`src/rtl/sck_div_pkg.sv`:
```
package sck_div_pkg;

   // Level of the generated serial clock
   typedef enum logic {
      SCK_LOW  = 1'b0,
      SCK_HIGH = 1'b1
   } sck_level_e;

   // Default width of the divide field
   localparam int unsigned SCK_DIV_W_DEF = 16;

endpackage

```
`src/rtl/sck_div_cfg.sv`:
```
// Divide-field register and sanitiser: stores the field as written and
// derives (half-period - 1) with the low bit ignored and zero widened.
module sck_div_cfg #(
   parameter int unsigned DIV_W   = 16,
   parameter int unsigned RST_DIV = 0,
   localparam int unsigned HALF_W = DIV_W - 1
) (
   input  logic              clk,
   input  logic              rst_n,
   input  logic              wr_en,
   input  logic [DIV_W-1:0]  wr_data,
   output logic [DIV_W-1:0]  field_q,
   output logic [HALF_W-1:0] half_m1
);

   logic [HALF_W-1:0] half_raw;

   always_ff @(posedge clk or negedge rst_n) begin
      if (!rst_n) begin
         field_q <= DIV_W'(RST_DIV);
      end else if (wr_en) begin
         field_q <= wr_data;
      end
   end

   // Dropping bit 0 halves the even divisor directly
   assign half_raw = field_q[DIV_W-1:1];

   // A zero half stands for the widest divisor: all ones encodes 2**HALF_W
   always_comb begin
      if (half_raw == '0) begin
         half_m1 = '1;
      end else begin
         half_m1 = half_raw - HALF_W'(1);
      end
   end

endmodule

```
`src/rtl/sck_half_timer.sv`:
```
// Half-period counter. The active limit is reloaded only while idle or at
// a half-period boundary, so a mid-phase rewrite never shortens a phase.
module sck_half_timer #(
   parameter int unsigned HALF_W = 15
) (
   input  logic              clk,
   input  logic              rst_n,
   input  logic              enable,
   input  logic [HALF_W-1:0] half_m1_next,
   output logic              terminal
);

   logic [HALF_W-1:0] cnt_q;
   logic [HALF_W-1:0] lim_q;
   logic              at_lim;

   assign at_lim   = (cnt_q == lim_q);
   assign terminal = enable && at_lim;

   always_ff @(posedge clk or negedge rst_n) begin
      if (!rst_n) begin
         cnt_q <= '0;
         lim_q <= '1;
      end else if (!enable) begin
         cnt_q <= '0;
         lim_q <= half_m1_next;
      end else if (at_lim) begin
         cnt_q <= '0;
         lim_q <= half_m1_next;
      end else begin
         cnt_q <= cnt_q + HALF_W'(1);
      end
   end

endmodule

```
`src/rtl/sck_wave.sv`:
```
// Serial clock level and edge strobes, all registered together.
module sck_wave
   import sck_div_pkg::*;
(
   input  logic clk,
   input  logic rst_n,
   input  logic enable,
   input  logic terminal,
   output logic sclk,
   output logic rise_stb,
   output logic fall_stb
);

   sck_level_e level_q;

   always_ff @(posedge clk or negedge rst_n) begin
      if (!rst_n) begin
         level_q  <= SCK_LOW;
         rise_stb <= 1'b0;
         fall_stb <= 1'b0;
      end else if (!enable) begin
         level_q  <= SCK_LOW;
         rise_stb <= 1'b0;
         fall_stb <= 1'b0;
      end else begin
         rise_stb <= terminal && (level_q == SCK_LOW);
         fall_stb <= terminal && (level_q == SCK_HIGH);
         if (terminal) begin
            level_q <= (level_q == SCK_HIGH) ? SCK_LOW : SCK_HIGH;
         end
      end
   end

   assign sclk = (level_q == SCK_HIGH);

endmodule

```
`src/rtl/sck_divider.sv`:
```
// Top: programmable even divider producing the SPI serial clock.
module sck_divider #(
   parameter int unsigned DIV_W   = sck_div_pkg::SCK_DIV_W_DEF,
   parameter int unsigned RST_DIV = 0
) (
   input  logic             clk,
   input  logic             rst_n,
   input  logic             wr_en,
   input  logic [DIV_W-1:0] wr_data,
   output logic [DIV_W-1:0] rd_data,
   input  logic             enable,
   output logic             sclk,
   output logic             rise_stb,
   output logic             fall_stb
);

   localparam int unsigned HALF_W = DIV_W - 1;

   // Elaboration-time parameter checks
   generate
      if (DIV_W < 2 || DIV_W > 24) begin : g_bad_width
         $error("sck_divider: DIV_W must lie in 2..24");
      end
      if (RST_DIV >= (1 << DIV_W)) begin : g_bad_reset
         $error("sck_divider: RST_DIV does not fit DIV_W bits");
      end
   endgenerate

   logic [HALF_W-1:0] half_m1;
   logic              terminal;

   sck_div_cfg #(
      .DIV_W   (DIV_W),
      .RST_DIV (RST_DIV)
   ) cfg_i (
      .clk     (clk),
      .rst_n   (rst_n),
      .wr_en   (wr_en),
      .wr_data (wr_data),
      .field_q (rd_data),
      .half_m1 (half_m1)
   );

   sck_half_timer #(
      .HALF_W (HALF_W)
   ) timer_i (
      .clk          (clk),
      .rst_n        (rst_n),
      .enable       (enable),
      .half_m1_next (half_m1),
      .terminal     (terminal)
   );

   sck_wave wave_i (
      .clk      (clk),
      .rst_n    (rst_n),
      .enable   (enable),
      .terminal (terminal),
      .sclk     (sclk),
      .rise_stb (rise_stb),
      .fall_stb (fall_stb)
   );

endmodule

```
`config.mk`:
```
export PLATFORM = sky130hd
export DESIGN_NAME = sck_divider
export DESIGN_NICKNAME = d
export VERILOG_FILES = /design/src/rtl/sck_div_pkg.sv /design/src/rtl/sck_div_cfg.sv /design/src/rtl/sck_half_timer.sv /design/src/rtl/sck_wave.sv /design/src/rtl/sck_divider.sv
export SDC_FILE = /design/constraint.sdc
export NUM_CORES = 1
export LEC_CHECK = 0
export CAP_MARGIN = 30
export CORE_MARGIN = 4
export CORE_UTILIZATION = 57
export CTS_CLUSTER_SIZE = 14
export DETAILED_ROUTE_END_ITERATION = 10
export PLACE_DENSITY = 0.84
export SLEW_MARGIN = 15
export SYNTH_ARGS = -nofsm -noshare
export SYNTH_HDL_FRONTEND = slang
export SYNTH_SLANG_ARGS = --single-unit
```
`constraint.sdc`:
```
create_clock -name clk -period 2.75 [get_ports clk]
set_input_delay 0.4125 -clock clk [delete_from_list [all_inputs] [get_ports clk]]
set_output_delay 0.4125 -clock clk [all_outputs]
set_load 0.005 [all_outputs]
```
# == Word level (Yosys, flattened, before mapping) ==
# Index checks and enable logic that the tools add are counted.
# Widths: inputs -> output; s select.
# totals
ff_bits,49
out_inout_bits,19
word_cells,26
# classes
n_addsub,2
eq_ne,3
mux,10
bitwise_logic,1
n_reduce_logical,4
# ops
operator,count
$mux 15,5
$add 15x1->15 const B,1
$eq 15x15->1,1
$logic_not 15->1,1
$sub 15x1->15 const B,1
$mux 1,5
$ne 2x1->1 const B,2
$logic_and 1x1->1,3
$not 1->1,1

# == Depth between registers and ports, before layout ==
# Gate-level depths: netlist of the first run.
# logic_depth
ltp_word,4
ltp_mapped,7

# == Modules after synthesis ==
# From an unflattened synthesis of the first run, not the netlist that was laid out.
# hier_totals
hier_cells,220
hier_area_um2,2546.2
# by_module_without_submodules
mod,n_inst,cells_each,area_each_um2,seq_area_each_um2
sck_half_timer,1,125,1487.7,769.5
sck_div_cfg,1,87,953.4,400.4
sck_wave,1,8,105.1,75.1

# == Worst setup path before layout of the first run ==
# Ideal clock, no wire load.
# synth_timing
path_type,reg2reg
startpoint,register cfg_i.field_q[5]
endpoint,register timer_i.lim_q[12]
arrival_time_ns,1.766
required_ns,2.668
path_slack_ns,0.901
stages_incl_launch_ff,6
synth_period_minus_slack_ns,1.849
cell_sequence,dfrtp_1 > or4_4 > nor3_4 > nor4b_4 > xor2_1 > mux2_2
# synth_between
elab_chain_cells,4
# synth_lines
item,line_no,text
from (decl),sck_div_cfg.sv:12,"output logic [DIV_W-1:0] field_q,"
from (signal assigned),sck_div_cfg.sv:20,field_q <= DIV_W'(RST_DIV);
from (signal assigned),sck_div_cfg.sv:22,field_q <= wr_data;
$sub 15x1->15 / $logic_not 15->1 (equally long branches),"sck_div_cfg.sv:34, sck_div_cfg.sv:31",
$mux 15 (*),sck_div_cfg.sv:31,if (half_raw == '0) begin
$mux 15,sck_half_timer.sv:27,end else if (at_lim) begin
$mux 15 (*),sck_half_timer.sv:24,end else if (!enable) begin
to (signal assigned),sck_half_timer.sv:26,lim_q <= half_m1_next;
to (signal assigned),sck_half_timer.sv:29,lim_q <= half_m1_next;
to (decl),sck_half_timer.sv:14,logic [HALF_W-1:0] lim_q;
# Every way passes the cells marked *; elsewhere a longest branch is shown, timed or not. The select of a mux whose other input is x is not followed.
# A chain may end at the register's enable or synchronous reset.

# == Worst setup path after layout of the first run ==
# layout_timing
startpoint,register timer_i.cnt_q[2]
endpoint,register timer_i.lim_q[7]
# layout_between
elab_chain_cells,2
# layout_lines
item,line_no,text
from (decl),sck_half_timer.sv:13,logic [HALF_W-1:0] cnt_q;
from (signal assigned),sck_half_timer.sv:31,cnt_q <= cnt_q + HALF_W'(1);
$eq 15x15->1,sck_half_timer.sv:17,assign at_lim = (cnt_q == lim_q);
$ne 2x1->1 (no source line),n/a,
# No other way between the ends.

==> results of run 1 <==
-- state kept, by name, indices dropped and copies added (netlist names) --
register         cells
cfg_i.field_q       16
timer_i.cnt_q       15
timer_i.lim_q       15
wave_i.sclk          1
wave_i.fall_stb      1
wave_i.rise_stb      1
-- cell families after synthesis --
group,Yosys count
muxes,29
and+or+nand+nor,72
AOI/OAI and AO/OA,12
buffers and inverters,12
DFF,49
adders and majority gates,3
xor gates and xnor gates,37
-- routing by layer --
layer | track usage | wire length (um) | up-vias
li1 | - | - | 825
met4 | 0.0644 | 79 | 0
met3 | 0.0315 | 230 | 8
met1 | 0.279 | 2300 | 862
met2 | 0.327 | 2340 | 53
met5 | 0 | 0 | -
-- area by class of cell --
class	instances	area, um2
clock buffer	6	72.6
clock inverter	2	38.8
fill	278	1080
inverter	6	22.5
multi-input combinational	153	1170
sequential	49	1240
tap	50	62.6
timing repair buffer	40	403
-- power groups by stage --
stage	clock, mW	combinational [mW]	sequential (mW)
6_report	0.513	0.277	0.890
3_5_place_dp	0	0.277	0.903
2_1_floorplan	0	0.158	0.887
4_1_cts	0.519	0.281	0.890
3_3_place_gp	0	0.271	0.901
5_1_grt	0.546	0.307	0.901
-- through the flow --
stage | power (mW) | hold slack (ns) | util
detailed placement | 1.18 | 0.332 | 0.709
floorplan | 1.05 | 0.117 | -
CTS | 1.69 | 0.0144 | 0.737
global placement | 1.17 | 0.323 | 0.709
finish | 1.68 | 0.00216 | 0.737
global route | 1.75 | 0.0245 | 0.737
-- cell usage after synthesis (6+ instances only) --
library cell,number
xor2_1,27
inv_1,6
nand2_1,15
nand3_1,10
nor4_1,7
mux2_2,28
xnor2_1,10
nor2_1,19
dfstp_2,15
dfrtp_1,34
-- worst register-to-register path: stages (launching register included) --
cell and delay [ns]:
dfrtp_1 0.46, xor2_1 0.17, nor4_1 0.35, nand2_1 0.19, o21ai_2 0.36, buf_12 0.23, mux2_2 0.36
-- how the worst max path moves through the flow --
stage,cells after the start,endpoint
after global routing,6,timer_i.lim_q[4]
final,6,timer_i.lim_q[7]
after CTS,6,timer_i.lim_q[7]
after detailed placement,6,timer_i.lim_q[7]
after floorplan,5,timer_i.lim_q[12]
after global placement,6,timer_i.lim_q[5]
==> results.json, run 1 <==
{
  "crit_buf_inv": 1,
  "slew_violations": 0,
  "layout_common_cells": "clkdlybuf4s50_1, dfrtp_1, mux2_2",
  "antenna_found_initial": 0,
  "syn_area_per_cell_um2": 11.5,
  "slowest_delay_ns": 0.46,
  "synth_top_cell_area_share": 0.346,
  "cpMaxStageDelayCell": "dfrtp_1",
  "cp-start-kind": "register",
  "worstSetupPathType": "reg2reg",
  "netlist_instances": 214,
  "fp.dieW_um": 73.7,
  "hold_violations": 0,
  "finalNonFillerCells": 306,
  "cts_made_buffers": 5,
  "ys_types": 38,
  "maxCapViolations": 0,
  "place_inst": 298,
  "area_growth_pct": 22.3,
  "cp_top_family": "simple AND/OR/NAND/NOR gates",
  "rsz0062_at_grt": "no",
  "worst_pin_slew_ns": 0.744,
  "vias": 1748,
  "cts_buffer_depth": 2,
  "firstDrtPassIters": 4,
  "core-area_mm2": 0.00409,
  "synth_seq_area_share": 0.506,
  "async_flop_share": 1.00,
  "synth_top_family_by_area": "simple AND/OR/NAND/NOR gates",
  "period_share": 0.789,
  "layout_min_cycle_time_ns": 2.17,
  "grt_first_pass_wirelength_mm": 8.56,
  "synth_xor_area_frac": 0.132,
  "grt.total_usage": 0.202,
  "top_level_ports": 39,
  "crit_arrival_ns": 2.40,
  "dieArea_mm2": 0.00543,
  "sequentialPowerShare": 0.530,
  "cp_cell_sequence": "xor2_1 > nor4_1 > nand2_1 > o21ai_2 > buf_12 > mux2_2",
  "p_clk_frac": 0.305,
  "synth.area.mux_share": 0.132,
  "grt_overflow": 0,
  "ys_ff_latch": 49,
  "swShare": 0.253,
  "antenna_left": 0,
  "rr_endpoint": "timer_i.lim_q[7]",
  "drc_errors": 0,
  "synthesis.area_mm2": 0.00246,
  "yosysWarningCount": 0,
  "ctsHoldBuffers": 0,
  "synthFlopType": "dfrtp_1",
  "setup_tns_ns": 0,
  "gp_congestion": 0.891,
  "dieHeight_um": 73.7,
  "r2r_setup_slack_ns": 0.58,
  "routedWlPerCell_um": 16.2,
  "port_buffers": 38,
  "clk_pin_slew_worst_paths_ns": 0.09,
  "holdCritPathClass": "in2async",
  "grt_max_degree": 36,
  "relSlewSlack": 0.500,
  "placed_area_mm2": 0.00290,
  "drt-total-wl_mm": 4.94,
  "layout_setup_ws_ns": 0.580,
  "clockRootBuffer": "clkbuf_8",
  "leakagePower_nw": 1.27,
  "timing.rr.start": "timer_i.cnt_q[2]",
  "initial_core_util": 0.602,
  "final_nets": 278,
  "synthAdderAreaFrac": 0.0153,
  "synthSimpleGateAreaFrac": 0.161,
  "synth_compound_area_frac": 0.0320,
  "intPower_mw": 1.25,
  "crit_required_ns": 2.98,
  "h-tree-depth": 2,
  "final_common_cell": "clkdlybuf4s50_1",
  "cts.sinks": 49,
  "cts_tree": "built",
  "peakVddDrop_uv": 371,
  "viasPerCell": 5.71,
  "drive_above_1_share": 0.227,
  "pre_cts_ws_ns": 0.581,
  "hpwl_mm": 3.61,
  "grt_pass1_vias": 1808,
  "fmaxAchievable_ghz": 0.461,
  "fin_skew_ns": 0.00479,
  "crit_start": "timer_i.cnt_q[2]",
  "p_comb_frac": 0.165,
  "synth_area_leaders": "dfrtp_1, dfstp_2, mux2_2",
  "yosysTopAreaCell": "dfrtp_1",
  "ctsResizeCount": 0,
  "synth_enable_flop_cells": 0,
  "post_cts_buffers": 0,
  "p_sw_mw": 0.425,
  "rr_worst_depth": 6,
  "clkLatencyLatePin_ns": 0.30,
  "stdcell_area_mm2": 0.00301,
  "status": "complete, no violations",
  "insertedDiodeCount": 0,
  "synth_nets": 237,
  "finalSetupViolCount": 0,
  "worst-path-max-fanout": 24,
  "power.density_mw_per_mm2": 558,
  "placementRows": 23,
  "drt_iter0_markers": 96,
  "end_kind": "register"
}
No activity file was read; power rests on OpenSTA's default activity.
==> inputs of run 2 (changes only) <==
- CORE_UTILIZATION: 57 -> 48
- PLACE_DENSITY: 0.84 -> 0.75
- clock period: 2.75 -> 1.8 ns (I/O delays scaled with it)
==> run 2 against run 1 <==
  * The flow now finishes with violations (setup timing)
  * Critical path depth unchanged
  * Sequential share of layout area decreased by 3.6 points
  * Combinational power increased by 95%
  * Final area increased by 9.5%
  * Wire length increased by 8.5%
  * Clock skew increased by 0.0017 ns
  * Flip-flop and latch count unchanged
  * Non-clock buffer count increased by 31
  * Worst setup slack got worse by 0.69 ns
  * Global-route usage decreased by 1.6 points
  * Hold slack improved by 0.052 ns
  * Critical endpoint is now timer_i.lim_q[4]
  * Largest power group unchanged
  * Highest routed layer unchanged
==> results.json, run 2 (synthesis results as in run 1) <==
{
  "insertedDiodeCount": 0,
  "viasPerCell": 5.19,
  "slew_violations": 0,
  "cts.sinks": 49,
  "dieHeight_um": 79.6,
  "fin_skew_ns": 0.00647,
  "holdCritPathClass": "in2async",
  "routedWlPerCell_um": 15.2,
  "area_growth_pct": 34.0,
  "maxCapViolations": 0,
  "rsz0062_at_grt": "yes",
  "layout_setup_ws_ns": -0.106,
  "dieArea_mm2": 0.00634,
  "hold_ws_ns": 0.0541,
  "timing.rr.start": "timer_i.lim_q[13]",
  "antenna_found_initial": 0,
  "hpwl_mm": 4.05,
  "wl_met1_mm": 2.42,
  "dr.max_layer_used": "met4",
  "pre_cts_ws_ns": -0.116,
  "cp_cell_sequence": "xor2_1 > nor4_2 > nand4_1 > o21ai_2 > buf_12 > mux2_2",
  "cp-start-kind": "register",
  "hold_violations": 0,
  "layout_min_cycle_time_ns": 1.91,
  "end_kind": "register",
  "top_regs": "cfg_i.field_q x16, timer_i.cnt_q x15, timer_i.lim_q x15",
  "fillCellCount": 369,
  "drc_errors": 0,
  "post-route-util": 0.680,
  "grt_overflow": 0,
  "status": "finished, violations left",
  "h-tree-depth": 2,
  "clkLatencyLatePin_ns": 0.30,
  "cts_buffer_depth": 2,
  "route.met2.wl_mm": 2.61,
  "worst-path-max-fanout": 13,
  "crit_required_ns": 2.03,
  "port_buffers": 38,
  "grt.total_usage": 0.186,
  "final_common_cell": "clkdlybuf4s50_1",
  "crit_arrival_ns": 2.14,
  "grt_first_pass_wirelength_mm": 9.10,
  "core-area_mm2": 0.00485,
  "layout_common_cells": "clkdlybuf4s50_1, dfrtp_1, buf_4",
  "final_nets": 309,
  "worst_pin_slew_ns": 0.595,
  "fmaxAchievable_ghz": 0.525,
  "drt-total-wl_mm": 5.37,
  "grt_max_degree": 50,
  "placed_area_mm2": 0.00314,
  "leakagePower_nw": 1.44,
  "vias": 1838,
  "stdcell_area_mm2": 0.00330,
  "top_register": "cfg_i.field_q",
  "relSlewSlack": 0.604,
  "cts_tree": "built",
  "ctsHoldBuffers": 0,
  "antenna_left": 0,
  "violations": "setup timing",
  "placementRows": 25,
  "top_level_ports": 39,
  "cts_made_buffers": 5,
  "peakVddDrop_uv": 502,
  "largest_reg_flops": 16,
  "firstDrtPassIters": 4,
  "dr_wl_met3_um": 234,
  "clk_pin_slew_worst_paths_ns": 0.08,
  "worstSetupPathType": "reg2reg",
  "grt_pass1_vias": 1970,
  "period_share": 1.06,
  "clockRootBuffer": "clkbuf_8",
  "initial_core_util": 0.508,
  "fp.dieW_um": 79.6,
  "drt_iter0_markers": 90,
  "power_mw": 2.53,
  "finalSetupViolCount": 26,
  "slowest_delay_ns": 0.55,
  "cpMaxStageDelayCell": "dfstp_2",
  "power.density_mw_per_mm2": 767,
  "gp_congestion": 0.812,
  "drive_above_1_share": 0.321,
  "crit_start": "timer_i.lim_q[13]"
}
run 2: cell count changes in the layout (fill, tap and decap cells not counted):
cell / change
clkbuf_1: +1
buf_4: +31
bufinv_16: -1
nor4_4: +2
nor4_1: -4
mux2_2: -3
clkinv_4: -1
mux2_4: +3
clkbuf_8: +1
nor4_2: +2
run 2: report_power, final:
part | internal (mW) | total [mW] | switching, mW | leakage, nW
sequential | 1.25 | 1.33 | 0.0824 | 0.595
combinational | 0.314 | 0.540 | 0.227 | 0.798
clock | 0.314 | 0.662 | 0.348 | 0.0455
total | 1.87 | 2.53 | 0.657 | 1.44
run 2: final cells by class:
class                           count  area, um2  share of cell area
Inverter                            6       22.5             0.00683
Timing Repair Buffer               71        636               0.193
Sequential cell                    49       1240               0.378
Tap cell                           67       83.8              0.0254
Multi-Input combinational cell    153       1220               0.370
Clock buffer                        8       90.1              0.0273
run 2: stage by stage:
step	std cells	setup TNS [ns]
after detailed placement	343	-1.94
final	354	-1.93
after floorplan	214	-0.264
after global routing	354	-5.00
after CTS	352	-2.13
after global placement	343	-0.901
run 2: critical path, delay by kind of cell, from the launching register on:
family / cells / cell delay, ns
DFF: 1 / 0.55
and+or+nand+nor: 2 / 0.45
muxes: 1 / 0.34
AOI/OAI and AO/OA: 1 / 0.26
buffers and inverters: 1 / 0.17
xor gates and xnor gates: 1 / 0.07
run 2: final timing paths:
check                      depth (start not counted)  slack, ns                to
setup / recovery                                   6      -0.11  timer_i.lim_q[4]
hold / removal                                     2       0.05  cfg_i.field_q[6]
setup reg to reg                                   6      -0.11  timer_i.lim_q[4]
hold reg to reg                                    2       0.49  timer_i.lim_q[1]
max in group asynchronous                          2       1.35  timer_i.cnt_q[3]
min in group clk                                   2       0.49  timer_i.lim_q[1]
run 2: what timing repair did:
action / CTS / global route
endpoints found under the setup margin: 31 / 31
gates resized for setup: 0 / 6
buffers inserted: 1 / 2
hold endpoints to repair: 0 / 0
pin swaps: 1 / 3
run 2: per-layer routing:
layer,GRT usage,up-vias
met1,0.229,890
met3,0.0508,11
met5,0,-
met4,0.0670,0
li1,-,896
met2,0.311,41
